## src/rtl/codec_cfg_pkg.sv

```systemverilog
package codec_cfg_pkg;
  localparam int WORD_BITS = 32;

  typedef struct packed {
    logic loadCfg;
    logic loadZero;
    logic clkRise;
    logic clkFall;
  } seqStrobe_t;

  function automatic logic [WORD_BITS-1:0] packCfg(
    input logic       intMask,
    input logic       genOut,
    input logic [4:0] attnLeft,
    input logic [4:0] attnRight,
    input logic       muteOut,
    input logic       selLeft,
    input logic       selRight,
    input logic [3:0] gainLeft,
    input logic [3:0] gainRight
  );
    return {1'b0, intMask, genOut, attnLeft, attnRight, muteOut,
            selLeft, selRight, gainLeft, gainRight, 8'h00};
  endfunction
endpackage

```

## src/rtl/codec_cfg_ctrl.sv

```systemverilog
module codec_cfg_ctrl
  import codec_cfg_pkg::*;
#(
  parameter int RESET_CYCLES = 5000000,
  parameter int HALF_CYCLES  = 4
) (
  input  logic       clk,
  input  logic       rstN,
  input  logic       startReq,
  input  logic       lastBit,
  output seqStrobe_t strobe,
  output logic       codecResetN,
  output logic       csN,
  output logic       done
);
  localparam int GAP_CYCLES = 2 * HALF_CYCLES;
  localparam int TMAX = (RESET_CYCLES > GAP_CYCLES) ? RESET_CYCLES : GAP_CYCLES;
  localparam int TW = $clog2(TMAX + 1);

  typedef enum logic [2:0] {S_RST, S_GAP, S_SETUP, S_HI, S_LO, S_IDLE} seqState_t;

  seqState_t state, nextState;
  logic [TW-1:0] timer, limit;
  logic expired, isDummy;

  always_comb begin
    case (state)
      S_RST:   limit = TW'(RESET_CYCLES - 1);
      S_GAP:   limit = TW'(GAP_CYCLES - 1);
      default: limit = TW'(HALF_CYCLES - 1);
    endcase
  end
  assign expired = (timer == limit);

  always_comb begin
    strobe    = '0;
    nextState = state;
    case (state)
      S_RST: if (expired) nextState = S_GAP;
      S_GAP: if (expired) begin
        nextState = S_SETUP;
        if (isDummy) strobe.loadZero = 1'b1;
        else         strobe.loadCfg  = 1'b1;
      end
      S_SETUP: if (expired) begin
        strobe.clkRise = 1'b1;
        nextState = S_HI;
      end
      S_HI: if (expired) begin
        strobe.clkFall = 1'b1;
        nextState = S_LO;
      end
      S_LO: if (expired) begin
        if (lastBit) nextState = isDummy ? S_GAP : S_IDLE;
        else begin
          strobe.clkRise = 1'b1;
          nextState = S_HI;
        end
      end
      S_IDLE: if (startReq) nextState = S_GAP;
      default: nextState = S_RST;
    endcase
  end

  always_ff @(posedge clk) begin
    if (!rstN) begin
      state       <= S_RST;
      timer       <= '0;
      isDummy     <= 1'b1;
      codecResetN <= 1'b0;
      csN         <= 1'b1;
      done        <= 1'b0;
    end else begin
      state <= nextState;
      if (nextState != state || state == S_IDLE) timer <= '0;
      else timer <= timer + TW'(1);
      if (state == S_LO && expired && lastBit) isDummy <= 1'b0;
      codecResetN <= (nextState != S_RST);
      csN  <= !(nextState == S_SETUP || nextState == S_HI || nextState == S_LO);
      done <= (nextState == S_IDLE);
    end
  end

  AST_RESET_QUIET: assert property (@(posedge clk) disable iff (!rstN)
    !codecResetN |-> (csN && !done));
  AST_DONE_IDLE: assert property (@(posedge clk) disable iff (!rstN)
    done |-> (csN && codecResetN));
  AST_NO_RESET_AGAIN: assert property (@(posedge clk) disable iff (!rstN)
    $past(codecResetN) |-> codecResetN);
  AST_START_BUSY_IGNORED: assert property (@(posedge clk) disable iff (!rstN)
    (!csN && startReq) |=> !done);
endmodule

```

## src/rtl/codec_cfg_shift.sv

```systemverilog
module codec_cfg_shift
  import codec_cfg_pkg::*;
(
  input  logic                 clk,
  input  logic                 rstN,
  input  seqStrobe_t           strobe,
  input  logic [WORD_BITS-1:0] cfgWord,
  output logic                 cclk,
  output logic                 cdata,
  output logic                 lastBit
);
  localparam int BW = $clog2(WORD_BITS + 1);

  logic [WORD_BITS-1:0] shiftReg;
  logic [BW-1:0]        bitCnt;

  always_ff @(posedge clk) begin
    if (!rstN) begin
      shiftReg <= '0;
      bitCnt   <= '0;
      cclk     <= 1'b0;
      cdata    <= 1'b0;
    end else if (strobe.loadCfg || strobe.loadZero) begin
      shiftReg <= strobe.loadCfg ? cfgWord : '0;
      bitCnt   <= '0;
      cclk     <= 1'b0;
      cdata    <= 1'b0;
    end else if (strobe.clkRise) begin
      cdata    <= shiftReg[WORD_BITS-1];
      shiftReg <= {shiftReg[WORD_BITS-2:0], 1'b0};
      bitCnt   <= bitCnt + BW'(1);
      cclk     <= 1'b1;
    end else if (strobe.clkFall) begin
      cclk <= 1'b0;
    end
  end

  assign lastBit = (bitCnt == BW'(WORD_BITS));

  AST_DATA_HELD_HIGH: assert property (@(posedge clk) disable iff (!rstN)
    (cclk && $past(cclk)) |-> $stable(cdata));
  AST_BIT_LIMIT: assert property (@(posedge clk) disable iff (!rstN)
    bitCnt <= BW'(WORD_BITS));
  AST_SINGLE_STROBE: assert property (@(posedge clk) disable iff (!rstN)
    $onehot0({strobe.loadCfg, strobe.loadZero, strobe.clkRise, strobe.clkFall}));
endmodule

```

## src/rtl/codec_cfg_seq.sv

```systemverilog
module codec_cfg_seq
  import codec_cfg_pkg::*;
#(
  parameter int RESET_CYCLES = 5000000,
  parameter int HALF_CYCLES  = 4
) (
  input  logic       clk,
  input  logic       rstN,
  input  logic       startReq,
  input  logic       intMask,
  input  logic       genOut,
  input  logic [4:0] attnLeft,
  input  logic [4:0] attnRight,
  input  logic       muteOut,
  input  logic       selLeft,
  input  logic       selRight,
  input  logic [3:0] gainLeft,
  input  logic [3:0] gainRight,
  output logic       codecResetN,
  output logic       csN,
  output logic       cclk,
  output logic       cdata,
  output logic       done
);
  seqStrobe_t           strobe;
  logic                 lastBit;
  logic [WORD_BITS-1:0] cfgWord;

  assign cfgWord = packCfg(intMask, genOut, attnLeft, attnRight, muteOut,
                           selLeft, selRight, gainLeft, gainRight);

  codec_cfg_ctrl #(.RESET_CYCLES(RESET_CYCLES), .HALF_CYCLES(HALF_CYCLES)) uCtrl (
    .clk(clk), .rstN(rstN), .startReq(startReq), .lastBit(lastBit),
    .strobe(strobe), .codecResetN(codecResetN), .csN(csN), .done(done)
  );

  codec_cfg_shift uShift (
    .clk(clk), .rstN(rstN), .strobe(strobe), .cfgWord(cfgWord),
    .cclk(cclk), .cdata(cdata), .lastBit(lastBit)
  );

  AST_CLK_UNDER_SELECT: assert property (@(posedge clk) disable iff (!rstN)
    cclk |-> !csN);
endmodule

```

## config.mk

```make
export PLATFORM = sky130hd
export DESIGN_NAME = codec_cfg_seq
export DESIGN_NICKNAME = d
export VERILOG_FILES = /design/src/rtl/codec_cfg_pkg.sv /design/src/rtl/codec_cfg_ctrl.sv /design/src/rtl/codec_cfg_shift.sv /design/src/rtl/codec_cfg_seq.sv
export SDC_FILE = /design/constraint.sdc
export NUM_CORES = 1
export LEC_CHECK = 0
export CAP_MARGIN = 0
export CORE_MARGIN = 8
export CORE_UTILIZATION = 30
export CTS_BUF_LIST = sky130_fd_sc_hd__clkbuf_4 sky130_fd_sc_hd__clkbuf_8
export DETAILED_ROUTE_END_ITERATION = 16
export SLEW_MARGIN = 20
export SYNTH_ARGS = -nofsm -noshare
export SYNTH_HDL_FRONTEND = slang
export SYNTH_SLANG_ARGS = --single-unit
```

## constraint.sdc

```tcl
create_clock -name clk -period 6.2 [get_ports clk]
set_input_delay 1.24 -clock clk [delete_from_list [all_inputs] [get_ports clk]]
set_output_delay 1.24 -clock clk [all_outputs]
set_load 0.01 [all_outputs]
```

==> out/metrics.yaml <==
routed_wl_microns: 7103
irDropWorstVdd_uv: 114.4
synthCells: 393
layout-drive-gt1-share: 0.06459
cts_tree: "yes"
drc: 0
critPathRequiredTime_ps: 6470
yosysSeqAreaShare: 0.3827
setup_viol: 0
numCtsBuffers: 9
hold_viol: 0
final_common_cell: "dfxtp_1"
grt_usage: 0.1062
skew_ps: 12.27
max_clock_freq_mhz: 317.3
cts_hold_buf: 0
ys_seq_elements: 62
area_growth_syn_to_layout_pct: 18.29
power.leakage_nw: 1.426
h-tree-depth: 3
first_pass_iters: 4
syn-num-nets: 422
p_per_area_mw_per_mm2: 205.0
seqPwrFrac: 0.510
slew_headroom: 0.4020
final_max_slew_viol_count: 0
cts_root_buffer: "clkbuf_8"
gp_congestion: 0.7942
p_int_mw: 0.6076
syn_area_sq_mm: 0.003243
clock_latency_ps: 350
crit_slowest_cell: "nand3_1"
layout_common_cells: "dfxtp_1 (62), nand2_1 (36), nor2_1 (35)"
slowest_delay_ps: 750
antenna_found_initial: 0
nets: 442
port_buffers: 30
cp_data_arrival_time_ps: 3420
crit_chain: "or3_4 > mux2i_1 > a2111o_1 > nand3_1 > nor2_1"
hp-class: "flip-flop to flip-flop"
vias: 2757
cts_sinks: 62
p_sw_frac: 0.2274
start_util: 0.3032
setup_tns_ps: 0
ctsResizeCount: 0
start_kind: "flip-flop"
fin_crit_sh: 0.5084
reg2regPathDepth: 5
tightest_slew_ps: 895.7
path_max_fanout: 23
cts_setup_buffers: 0
io_pins: 31
maxCapViolations: 0
ys_async_sr_fraction: 0
grt_setup_unrepaired: "false"
die_w_microns: 120.0
grt-ovfl-total: 0
nFillCells: 1125
grt_max_degree: 53
grt_pass1_wl_microns: 12570
dpl.hpwl_microns: 4846
p_comb_frac: 0.039
drt_iter0_drc: 134
p_switching_mw: 0.1789
period_needed_ps: 3152
synth_edf_count: 0
drt-wirelength-per-cell_microns: 12.73
die_area_sq_mm: 0.01439
core_area_sq_mm: 0.01070
status: "complete, no violations"
setup.worst_path.end_class: "flip-flop"
hold_path_depth: 1
cts_buffer_depth: 2
synthFlopType: "dfxtp_1"
pwr-share-clk: 0.452
power_mw: 0.7865
antenna_cells: 0
worstSetupPathType: "flip-flop to flip-flop"
num_rows: 38
routed_via_density: 4.941
grt_pass1_vias: 2806
yosysWarnings: 0
clk_pin_slew_worst_paths_ps: 80
synthDistinctLibCells: 40
die_h_microns: 120.0
ant_nets: 0
syn_area_per_cell_sq_um: 8.252
[flip-flops by register name, summed over array words and instances, names as in the netlist]
register / cells
uCtrl.codecResetN: 1
uCtrl.csN: 1
uCtrl.done: 1
uCtrl.isDummy: 1
uCtrl.state: 3
uCtrl.timer: 23
uShift.bitCnt: 6
uShift.cclk: 1
uShift.cdata: 1
uShift.shiftReg: 24
[Yosys cell counts (2+ instances only)]
master | count | area share
dfxtp_1 | 62 | 0.38
nand2_1 | 36 | 0.042
nor2_1 | 35 | 0.041
o21ai_0 | 32 | 0.049
nor3b_1 | 25 | 0.058
mux2i_1 | 24 | 0.074
nor2b_1 | 22 | 0.042
clkbuf_1 | 19 | 0.022
nand3_1 | 14 | 0.022
a21oi_1 | 13 | 0.020
xnor2_1 | 13 | 0.035
and3_1 | 11 | 0.021
nand4_1 | 11 | 0.021
inv_1 | 10 | 0.012
nor3_1 | 9 | 0.014
xor2_1 | 9 | 0.024
or3_1 | 6 | 0.012
o31ai_1 | 5 | 0.012
or4_1 | 5 | 0.012
nor4_1 | 4 | 0.0077
ha_1 | 3 | 0.012
nand2b_1 | 3 | 0.0058
buf_1 | 2 | 0.0023
buf_2 | 2 | 0.0031
buf_6 | 2 | 0.0069
nand3b_1 | 2 | 0.0046
[per-layer routing]
| metal | global-route usage | routed length (microns) |
|---|---|---|
| met4 | 0.05699 | 208 |
| met2 | 0.1659 | 3188 |
| met5 | 0 | 0 |
| met1 | 0.1259 | 3457 |
| met3 | 0.03711 | 249 |
[final cells by class]
cell class / count / area [sq um] / share of cell area
Multi-Input combinational cell: 296 / 1858 / 0.4843
Sequential cell: 62 / 1241 / 0.3235
Timing Repair Buffer: 34 / 330.3 / 0.08611
Tap cell: 140 / 175.2 / 0.04566
Clock buffer: 10 / 131.4 / 0.03425
Clock inverter: 6 / 62.56 / 0.01631
Inverter: 10 / 37.54 / 0.009785
[kinds of logic after synthesis]
group / Yosys count / share of synthesized area
mux: 25 / 0.07755
compound gates: 60 / 0.1130
buf+inv: 35 / 0.04591
flops: 62 / 0.3827
fa+ha+maj: 3 / 0.01158
simple gates: 186 / 0.3098
xor+xnor: 22 / 0.05942
[path summary, 6_finish.rpt]
check / from / slack (ps) / to
worst min register to register: uCtrl.timer[0] / 450 / uCtrl.timer[0]
worst max register to register: uCtrl.state[1] / 3050 / uCtrl.timer[8]
worst min-delay path: uCtrl.timer[0] / 450 / uCtrl.timer[0]
worst max-delay path: uCtrl.state[1] / 3050 / uCtrl.timer[8]
[stage by stage]
stage | cells | worst slack [ps] | util | instance area, sq um | hold slack (ps)
floorplan | 393 | 3793 | - | 3243 | 413.2
global placement | 542 | 3055 | 0.3405 | 3642 | 420.0
detailed placement | 542 | 2970 | 0.3405 | 3642 | 432.1
CTS | 558 | 3008 | 0.3586 | 3836 | 449.4
global route | 558 | 2758 | 0.3586 | 3836 | 479.2
finish | 558 | 3048 | 0.3586 | 3836 | 448.0
[critical path, delay by kind of cell, from the launching register on]
| family | cells | cell delay (ps) |
|---|---|---|
| and+or+nand+nor | 3 | 1510 |
| muxes | 1 | 520 |
| AOI/OAI and AO/OA | 1 | 580 |
| DFF | 1 | 450 |
[power by group through the flow]
stage	Clock [mW]	Combinational (mW)	Sequential, mW
after CTS	0.365	0.0307	0.401
after global routing	0.387	0.0335	0.401
after floorplan	0	0.0130	0.410
final	0.355	0.0304	0.401
after detailed placement	0	0.0306	0.410
after global placement	0	0.0304	0.410
(Power assumes the default switching activity.)
